File: config.mk
export PLATFORM = sky130hd
export DESIGN_NAME = lcd_phase_gen
export DESIGN_NICKNAME = d
export VERILOG_FILES = /design/src/rtl/lcd_phase_pkg.sv /design/src/rtl/lcd_input_sampler.sv /design/src/rtl/lcd_pattern_sel.sv /design/src/rtl/lcd_bp_divider.sv /design/src/rtl/lcd_phase_gen.sv
export SDC_FILE = /design/constraint.sdc
export NUM_CORES = 1
export LEC_CHECK = 0
export ABC_AREA = 1
export BUFFER_PORTS_ARGS = -buffer_cell sky130_fd_sc_hd__buf_2
export CAP_MARGIN = 20
export CORE_ASPECT_RATIO = 0.7
export CORE_MARGIN = 2
export CORE_UTILIZATION = 49
export CTS_BUF_LIST = sky130_fd_sc_hd__clkbuf_16
export DETAILED_ROUTE_END_ITERATION = 6
export PLACE_DENSITY = 0.75
export SLEW_MARGIN = 10
export SYNTH_ARGS = -nofsm -noshare
export SYNTH_HDL_FRONTEND = slang
export SYNTH_SLANG_ARGS = --single-unit
File: constraint.sdc
create_clock -name osc_clk -period 1.5 [get_ports osc_clk]
set_input_delay 0.15 -clock osc_clk [delete_from_list [all_inputs] [get_ports osc_clk]]
set_output_delay 0.15 -clock osc_clk [all_outputs]
set_load 0.01 [all_outputs]
File: src/rtl/lcd_phase_pkg.sv
`timescale 1ns/1ps
package lcd_phase_pkg;

    typedef enum logic [1:0] {
        ST_BLANK = 2'd0,
        ST_ARM   = 2'd1,
        ST_LOW   = 2'd2,
        ST_HIGH  = 2'd3
    } bp_state_t;

    typedef enum logic [1:0] {
        MODE_DATA = 2'b00,
        MODE_OFF  = 2'b01,
        MODE_ON   = 2'b10,
        MODE_ALT  = 2'b11
    } disp_mode_t;

endpackage

File: src/rtl/lcd_input_sampler.sv
`timescale 1ns/1ps
module lcd_input_sampler
    import lcd_phase_pkg::*;
#(
    parameter int NSEG = 38
) (
    input  logic            clk,
    input  logic            rst_n,
    input  logic [1:0]      mode_i,
    input  logic [NSEG-1:0] data_i,
    output disp_mode_t      mode_o,
    output logic [NSEG-1:0] data_o
);

    // Register mode and data once per oscillator cycle.
    always_ff @(posedge clk or negedge rst_n) begin
        if (!rst_n) begin
            mode_o <= MODE_DATA;
            data_o <= '0;
        end else begin
            mode_o <= disp_mode_t'(mode_i);
            data_o <= data_i;
        end
    end

endmodule

File: src/rtl/lcd_pattern_sel.sv
`timescale 1ns/1ps
module lcd_pattern_sel
    import lcd_phase_pkg::*;
#(
    parameter int NSEG = 38
) (
    input  disp_mode_t      mode_i,
    input  logic [NSEG-1:0] data_i,
    output logic [NSEG-1:0] on_o
);

    // One selector per segment: a 1 means the segment is shown (antiphase).
    for (genvar i = 0; i < NSEG; i++) begin : g_seg
        localparam bit ALT_ON = ((i % 2) == 0);   // segment numbers 1,3,5,...
        always_comb begin
            unique case (mode_i)
                MODE_DATA: on_o[i] = data_i[i];
                MODE_OFF:  on_o[i] = 1'b0;
                MODE_ON:   on_o[i] = 1'b1;
                MODE_ALT:  on_o[i] = ALT_ON;
                default:   on_o[i] = 1'b0;
            endcase
        end
    end

endmodule

File: src/rtl/lcd_bp_divider.sv
`timescale 1ns/1ps
module lcd_bp_divider #(
    parameter int DIV_BITS = 8
) (
    input  logic                clk,
    input  logic                rst_n,
    input  logic                en_i,
    output logic [DIV_BITS-1:0] cnt_o,
    output logic                mid_o,
    output logic                end_o
);

    localparam logic [DIV_BITS-1:0] MID_VAL = {1'b0, {(DIV_BITS-1){1'b1}}};
    localparam logic [DIV_BITS-1:0] END_VAL = {DIV_BITS{1'b1}};

    always_ff @(posedge clk or negedge rst_n) begin
        if (!rst_n) begin
            cnt_o <= '0;
        end else if (en_i) begin
            cnt_o <= cnt_o + 1'b1;
        end
    end

    assign mid_o = en_i && (cnt_o == MID_VAL);
    assign end_o = en_i && (cnt_o == END_VAL);

endmodule

File: src/rtl/lcd_phase_gen.sv
`timescale 1ns/1ps
module lcd_phase_gen
    import lcd_phase_pkg::*;
#(
    parameter int NSEG     = 38,
    parameter int DIV_BITS = 8
) (
    input  logic            osc_clk,
    input  logic            supply_ok,
    input  logic [1:0]      mode_sel,
    input  logic [NSEG-1:0] seg_data,
    output logic            bp_o,
    output logic [NSEG-1:0] seg_o
);

    bp_state_t           state_q, state_d;
    disp_mode_t          mode_q;
    logic [NSEG-1:0]     data_q;
    logic [NSEG-1:0]     on_vec;
    logic [NSEG-1:0]     pat_q;
    logic [DIV_BITS-1:0] cnt_q;
    logic                div_mid, div_end;
    logic                running;
    logic                enter_phase;
    logic                bp_next;

    lcd_input_sampler #(.NSEG(NSEG)) u_samp (
        .clk    (osc_clk),
        .rst_n  (supply_ok),
        .mode_i (mode_sel),
        .data_i (seg_data),
        .mode_o (mode_q),
        .data_o (data_q)
    );

    lcd_pattern_sel #(.NSEG(NSEG)) u_pat (
        .mode_i (mode_q),
        .data_i (data_q),
        .on_o   (on_vec)
    );

    assign running = (state_q == ST_LOW) || (state_q == ST_HIGH);

    lcd_bp_divider #(.DIV_BITS(DIV_BITS)) u_div (
        .clk   (osc_clk),
        .rst_n (supply_ok),
        .en_i  (running),
        .cnt_o (cnt_q),
        .mid_o (div_mid),
        .end_o (div_end)
    );

    // State register
    always_ff @(posedge osc_clk or negedge supply_ok) begin
        if (!supply_ok) begin
            state_q <= ST_BLANK;
        end else begin
            state_q <= state_d;
        end
    end

    // Next-state logic
    always_comb begin
        state_d = state_q;
        unique case (state_q)
            ST_BLANK: state_d = ST_ARM;
            ST_ARM:   state_d = ST_LOW;
            ST_LOW:   state_d = div_mid ? ST_HIGH : ST_LOW;
            ST_HIGH:  state_d = div_end ? ST_LOW  : ST_HIGH;
            default:  state_d = ST_BLANK;
        endcase
    end

    assign enter_phase = (state_d != state_q) &&
                         ((state_d == ST_LOW) || (state_d == ST_HIGH));
    assign bp_next     = (state_d == ST_HIGH);

    // Outputs: backplane, pattern and segments all move on one edge.
    always_ff @(posedge osc_clk or negedge supply_ok) begin
        if (!supply_ok) begin
            bp_o  <= 1'b0;
            seg_o <= '0;
            pat_q <= '0;
        end else if (enter_phase) begin
            bp_o  <= bp_next;
            pat_q <= on_vec;
            seg_o <= on_vec ^ {NSEG{bp_next}};
        end
    end

endmodule

==> flow_metrics.py, run 1 <==
metrics = {
    "yosys": {
        "synth_area_leader_cell": "dfrtp_1",
        "synthFlopType": "dfrtp_1",
        "synthArstFlopShare_pct": 100.0,
        "syn_avg_cell_area_um2": 8.424,
        "synthTopCellsByCount": "nand2_1 (168), dfrtp_1 (89), inv_1 (45), nand3_1 (43), nand4_1 (41)",
        "synth-edff-count": 0,
        "synth.distinct_cells": 23,
        "synthCells": 482,
        "yosysSeqAreaShare_pct": 54.85,
        "synth_most_common_cell": "nand2_1",
        "syn_area_um2": 4060,
        "synth_fp_nets": 525,
        "synth_warnings": 0,
        "synth_area_leaders": "dfrtp_1 (55%), nand2_1 (16%), nand4_1 (6.3%)",
        "ys_ff_latch": 89,
        "synth_top_area_share_pct": 54.85,
    },
    "floorplan": {
        "die_h_um": 80.16,
        "start_util_pct": 51.14,
        "io_pins": 81,
        "design.core.area_um2": 7939,
        "placement_rows": 27,
        "chipWidth_um": 112.8,
        "die_area_um2": 9042,
    },
    "sta": {
        "setup_viol": 38,
        "relSlewSlack_pct": 70.29,
        "worst_pin_slew_ps": 445.6,
        "fin_skew_ps": 9.312,
        "fmax_mhz": 616.3,
        "fin_ws_ps": -122.5,
        "timing_hold_violations_final": 0,
        "slew_violations": 0,
        "finalCritPeriodShare_pct": 108.2,
        "rsz0062_at_grt": "true",
        "min_period_ps": 1622,
    },
    "clock_tree": {
        "htreeDepth": 3,
        "clk_latency_ps": 340,
        "cts_buffer_depth": 2,
        "cts_buffers": 9,
        "path_clk_slew_ps": 60,
        "cts_sinks": 89,
        "root_buffer": "clkbuf_16",
        "cts_tree": "built",
    },
    "power": {
        "comb_power_share_pct": 10.6,
        "internal_power_mw": 4.079,
        "p_clk_share_pct": 41.3,
        "power.switching_mw": 1.274,
        "p_leak_nw": 3.017,
        "peakVddDrop_mv": 0.7436,
        "power.total_mw": 5.353,
        "seqPwrFrac_pct": 48.1,
        "netSwitchingFraction_pct": 23.80,
        "power_density_nw_per_um2": 941.5,
    },
    "critical_path": {
        "cp_slowest_cell": "dfrtp_1",
        "cp.arrival_ps": 1850,
        "crit_buf_inv": 2,
        "end_kind": "flip-flop",
        "path_delay_family": "simple AND/OR/NAND/NOR gates",
        "startpoint_type": "flip-flop",
        "crit_top_cell": "nand2_1",
        "cp.required_ps": 1730,
        "critPathKind": "reg -> reg",
        "path_max_fanout": 6,
        "cpPeakStageDelay_ps": 390,
        "crit_chain": "ha_4, nand2_4, nor2_4, nand4_1, buf_6, clkbuf_16, nand3_2, nand2_1, nand2_1, nand2_1",
    },
    "grt": {
        "track_usage_pct": 23.51,
        "grt_pass1_wl_mm": 16.82,
        "antenna_found_initial": 0,
        "grt_pass1_vias": 3652,
        "overflow": 0,
        "grt_start_max_net_pins": 39,
    },
    "finish": {
        "stdcell_area_um2": 5685,
        "layout-drive-gt1-share_pct": 26.34,
        "syn2layout_area_growth_pct": 40.03,
        "finalNetCount": 653,
        "antenna_cells": 0,
    },
    "place": {
        "hpwl_mm": 6.253,
        "place_area_um2": 4652,
        "pre_cts_ws_ps": -73.31,
        "place.port_buffers": 80,
        "place_congestion": 0.8886,
    },
    "worst_hold_path": {
        "hold_class": "in -> async",
    },
    "detailed_routing": {
        "drt_iter0_drc": 409,
        "dr.pass1.iters": 5,
        "drc": 0,
        "via_per_inst": 5.436,
        "wire_per_inst_um": 15.76,
        "wirelength_mm": 11.29,
        "vias": 3892,
        "ant_nets": 0,
    },
    "job": {
        "maxCapViolations": 0,
    },
    "outcome": {
        "violations": "negative setup slack",
        "status": "complete, but fails checks",
    },
}
registers in the layout, summed over array words and instances (netlist names):
name / cells
u_samp.data_o: 38
u_samp.mode_o: 2
seg_o: 38
u_div.cnt_o: 8
state_q: 2
bp_o: 1
final timing paths:
| kind | startpoint | endpoint | slack, ps | cells after the start |
|---|---|---|---|---|
| worst max-delay path | u_div.cnt_o[0] | seg_o[32] | -120 | 10 |
| worst min-delay path | supply_ok | u_div.cnt_o[7] | 310 | 2 |
| worst max register to register | u_div.cnt_o[0] | seg_o[32] | -120 | 10 |
| worst min register to register | seg_o[18] | seg_o[18] | 470 | 2 |
| max in group asynchronous | supply_ok | u_samp.data_o[29] | 660 | 3 |
| min in group osc_clk | seg_data[35] | u_samp.data_o[35] | 440 | 2 |
metal layers:
metal  vias up  share of wire (%)  GRT usage (%)
met3        25                8.7          6.415
met4         0                1.9          7.195
li1       1812                  -              -
met2       201                 48          39.04
met1      1854                 42          30.43
met5         -                  0              0
cells in the final DEF, fill, tap and decap left out, types with 2 or more instances in the layout:
master         netlist  final
nand3_1             43     23
xor2_1               4      4
inv_6                0      2
nand2_1            168    164
buf_4                1     13
a21oi_1             19     19
clkbuf_16            0     13
nand2_4              0      3
clkinv_1             0      2
dlygate4sd3_1        0     41
nand3_2              1     20
buf_12               0      9
nand4_1             41     41
dfrtp_1             89     88
nor2_1               5      4
o21ai_0             21     21
inv_1               45     45
buf_6                9      8
buf_2               15     79
nand2_2              1      2
layout make-up:
cell class / instances / area [µm²]
fill: 554 / 2253
tap: 101 / 126.4
clock buffer: 9 / 225.2
clock inverter: 7 / 67.56
inverter: 47 / 183.9
sequential: 89 / 2228
timing repair buffer: 154 / 1274
multi-input combinational: 309 / 1580
stage by stage:
stage                     cells  util, %  TNS, ps  hold WS (ps)
final                       716    71.62    -2288         305.5
after global routing        716    71.62    -5381         342.5
after CTS                   709    68.10   -886.0         316.7
after detailed placement    649    58.60    -1625         127.1
after global placement      649    58.60   -36.94         123.1
after floorplan             482        -        0        -145.6
power by group through the flow:
stage | logic, mW | clock network (mW) | registers (mW)
floorplan | 0.200 | 0 | 2.64
global placement | 0.449 | 0 | 2.61
detailed placement | 0.463 | 0 | 2.61
CTS | 0.549 | 2.25 | 2.57
global route | 0.638 | 2.37 | 2.58
finish | 0.569 | 2.21 | 2.57
logic make-up after synthesis:
kind of cell	synth area share, %
mux	0.2773
flops	54.85
compound gates	4.931
simple gates	28.57
fa+ha+maj	0.3081
xor+xnor	1.079
buf+inv	9.985
what timing repair did:
action,CTS,global route
setup buffers,3,2
gates cloned,0,5
pin swaps,2,41
hold endpoints to repair,69,0
setup endpoints to repair,39,40
hold buffers,41,0
gates resized for setup,7,33
Power figures use the tool's default switching activity.
==> run 2: changes to the inputs <==
--- a/config.mk
+++ b/config.mk
@@ -18,3 +18,4 @@
 export SYNTH_ARGS = -nofsm -noshare
 export SYNTH_HDL_FRONTEND = slang
+export SYNTH_HIERARCHICAL = 1
 export SYNTH_SLANG_ARGS = --single-unit
==> constraint.sdc (replaced) <==
create_clock -name osc_clk -period 1.5 [get_ports osc_clk]
set_input_delay 0.15 -clock osc_clk [delete_from_list [all_inputs] [get_ports osc_clk]]
set_output_delay 0.15 -clock osc_clk [all_outputs]
set_load 0.1 [all_outputs]
==> run 2 against run 1 <==
  * The flow still finishes with violations (negative setup slack)
  * Synthesized cell count decreased by 1.9%
  * Sequential power about the same
  * Design area decreased by 0.53%
  * Critical path depth increased by 1
  * Area after synthesis decreased by 0.74%
  * Core utilization decreased by 0.074 points
  * Clock skew decreased by 0.56 ps
  * Total power increased by 8.2%
  * Sequential share of layout area increased by 0.19 points
  * Register-to-register slack got worse by 170 ps
  * Routed wire length decreased by 2.8%
  * Fmax decreased by 9.6%
  * Critical path type unchanged
  * Critical endpoint is now seg_o[9]
  * Largest cell class unchanged
  * Largest power group unchanged
  * Highest routed layer unchanged
==> flow_metrics.py, run 2 <==
metrics = {
    "detailed_routing": {
        "wl_met3_um": 950,
        "via_per_inst": 5.224,
        "met1_length_mm": 4.473,
        "wirelength_mm": 10.97,
        "vias": 3756,
        "wl_met2_mm": 5.356,
        "wire_per_inst_um": 15.26,
        "drt_iter0_drc": 260,
        "drc": 0,
        "highest_layer": "met4",
        "dr.pass1.iters": 5,
        "ant_nets": 0,
    },
    "critical_path": {
        "startpoint_type": "flip-flop",
        "cp_slowest_cell": "dfrtp_1",
        "critPathKind": "reg -> reg",
        "end_kind": "flip-flop",
        "r2r_start": "u_div/cnt_o[0]",
        "rrSetupSlack_ps": -290,
        "path_max_fanout": 12,
        "crit_chain": "ha_2, nand2_4, nor2_4, nand4_4, nor2_4, nand3_4, nand2_4, buf_12, nand2_1, nand3_1, nand2_1",
        "cp-endpoint": "seg_o[9]",
        "cpPeakStageDelay_ps": 370,
        "cp.required_ps": 1730,
        "cp.arrival_ps": 2020,
        "r2r_cells": 11,
        "crit_path_start": "u_div/cnt_o[0]",
        "r2r_end": "seg_o[9]",
    },
    "yosys": {
        "synth_area_leaders": "dfrtp_1 (55%), nand3_1 (15%), nand2_1 (12%)",
        "syn_avg_cell_area_um2": 8.520,
        "syn_area_um2": 4030,
        "synthTopCellsByCount": "nand2_1 (127), nand3_1 (118), dfrtp_1 (89), inv_1 (49), nor2_1 (21)",
        "ys_ff_latch": 89,
        "synth-edff-count": 0,
        "synthArstFlopShare_pct": 100.0,
        "synth_area_leader_cell": "dfrtp_1",
        "synth_top_area_share_pct": 55.26,
        "synthFlopType": "dfrtp_1",
        "synth_warnings": 6,
        "yosysSeqAreaShare_pct": 55.26,
        "synthCells": 473,
        "synth_most_common_cell": "nand2_1",
        "synth.distinct_cells": 24,
        "synth_fp_nets": 516,
    },
    "finish": {
        "final_cells": 719,
        "layout-drive-gt1-share_pct": 28.80,
        "finalNetCount": 656,
        "final_cell_mix": "nand2_1 (125), nand3_1 (110), dfrtp_1 (89), buf_2 (79), inv_1 (49)",
        "antenna_cells": 0,
        "final_common_cell": "nand2_1",
        "syn2layout_area_growth_pct": 40.33,
        "top_regs": "seg_o x38, u_samp/data_o x38, u_div/cnt_o x8",
    },
    "power": {
        "power.switching_mw": 1.731,
        "p_clk_share_pct": 37.7,
        "seqPwrFrac_pct": 44.6,
        "power_density_nw_per_um2": 1024,
        "p_leak_nw": 2.973,
        "internal_power_mw": 4.059,
        "comb_power_share_pct": 17.7,
        "peakVddDrop_mv": 0.9309,
        "netSwitchingFraction_pct": 29.89,
    },
    "place": {
        "pre_cts_ws_ps": -301.8,
        "dp.cells": 650,
        "place.port_buffers": 80,
        "place_congestion": 0.8192,
        "hpwl_mm": 6.333,
    },
    "floorplan": {
        "die_h_um": 79.88,
        "io_pins": 81,
        "design.core.area_um2": 7905,
        "chipWidth_um": 112.4,
        "start_util_pct": 50.98,
        "die_area_um2": 8978,
        "placement_rows": 27,
    },
    "sta": {
        "min_period_ps": 1795,
        "relSlewSlack_pct": 67.17,
        "setup_viol": 40,
        "fin_ws_ps": -294.7,
        "timing_hold_violations_final": 0,
        "whs_ps": 281.8,
        "fmax_mhz": 557.2,
        "rsz0062_at_grt": "true",
        "finalCritPeriodShare_pct": 119.6,
        "fin_skew_ps": 8.747,
        "worst_pin_slew_ps": 495.9,
        "slew_violations": 0,
    },
    "outcome": {
        "violations": "negative setup slack",
        "status": "complete, but fails checks",
    },
    "grt": {
        "antenna_found_initial": 0,
        "overflow": 0,
        "track_usage_pct": 26.26,
        "grt_pass1_vias": 3766,
        "grt_start_max_net_pins": 50,
        "grt_pass1_wl_mm": 18.03,
    },
    "clock_tree": {
        "root_buffer": "clkbuf_16",
        "cts_sinks": 89,
        "htreeDepth": 3,
        "path_clk_slew_ps": 60,
        "cts_buffers": 9,
        "cts_tree": "built",
        "cts_buffer_depth": 2,
        "clk_latency_ps": 350,
    },
    "job": {
        "maxCapViolations": 0,
    },
    "worst_hold_path": {
        "hold_class": "in -> async",
    },
}
run 2: critical path, delay by kind of cell (launching register included):
kind / cells / cell delay, ps
DFF: 1 / 370
adders and majority gates: 1 / 210
and+or+nand+nor: 9 / 940
buffers and inverters: 1 / 150
run 2: worst min path at each step:
stage	from	to	slack (ps)	depth (start not counted)
floorplan	supply_ok	bp_o	-150	0
global placement	supply_ok	u_samp/mode_o[0]	120	1
detailed placement	supply_ok	u_samp/mode_o[0]	120	1
CTS	supply_ok	seg_o[8]	290	2
global route	supply_ok	u_div/cnt_o[7]	340	2
finish	supply_ok	u_samp/mode_o[0]	280	2
run 2: cell type report:
class,instances,area (µm²)
timing repair buffer,160,1295
clock inverter,7,62.56
clock buffer,9,225.2
multi-input combinational,302,1528
inverter,51,191.4
fill,598,2250
sequential,89,2227
tap,101,126.4
run 2: kinds of logic after synthesis:
logic type | Yosys count | synth area share [%]
xor gates and xnor gates | 5 | 1.273
and+or+nand+nor | 293 | 33.13
buffers and inverters | 82 | 9.407
DFF | 89 | 55.26
AOI/OAI and AO/OA | 2 | 0.3414
muxes | 1 | 0.2794
adders and majority gates | 1 | 0.3104
run 2: power groups by stage:
stage / clock, mW / sequential, mW / combinational, mW
4_1_cts: 2.22 / 2.58 / 1.02
6_report: 2.18 / 2.58 / 1.02
5_1_grt: 2.34 / 2.59 / 1.09
2_1_floorplan: 0 / 3.10 / 0.223
3_3_place_gp: 0 / 2.62 / 0.916
3_5_place_dp: 0 / 2.62 / 0.931
run 2: what timing repair did:
item | in CTS | in global routing
gates resized for setup | 17 | 10
hold endpoints to repair | 68 | 0
setup buffers | 6 | 0
cloned | 3 | 3
pin swaps | 3 | 3
hold buffers | 41 | 0
endpoints found under the setup margin | 40 | 40
run 2: metrics by stage:
step | power [mW] | TNS (ps) | cell area, µm² | util, %
2_1_floorplan | 3.319 | -6937 | 4091 | -
3_3_place_gp | 3.539 | -7088 | 4679 | 59.20
3_5_place_dp | 3.556 | -10490 | 4679 | 59.20
4_1_cts | 5.822 | -8142 | 5547 | 70.16
5_1_grt | 6.028 | -15110 | 5655 | 71.54
6_report | 5.790 | -9579 | 5655 | 71.54
run 2: routing by layer:
layer	vias to the layer above	global-route usage [%]
met1	1807	32.57
li1	1763	-
met5	-	0
met3	25	9.947
met4	0	8.049
met2	161	43.19
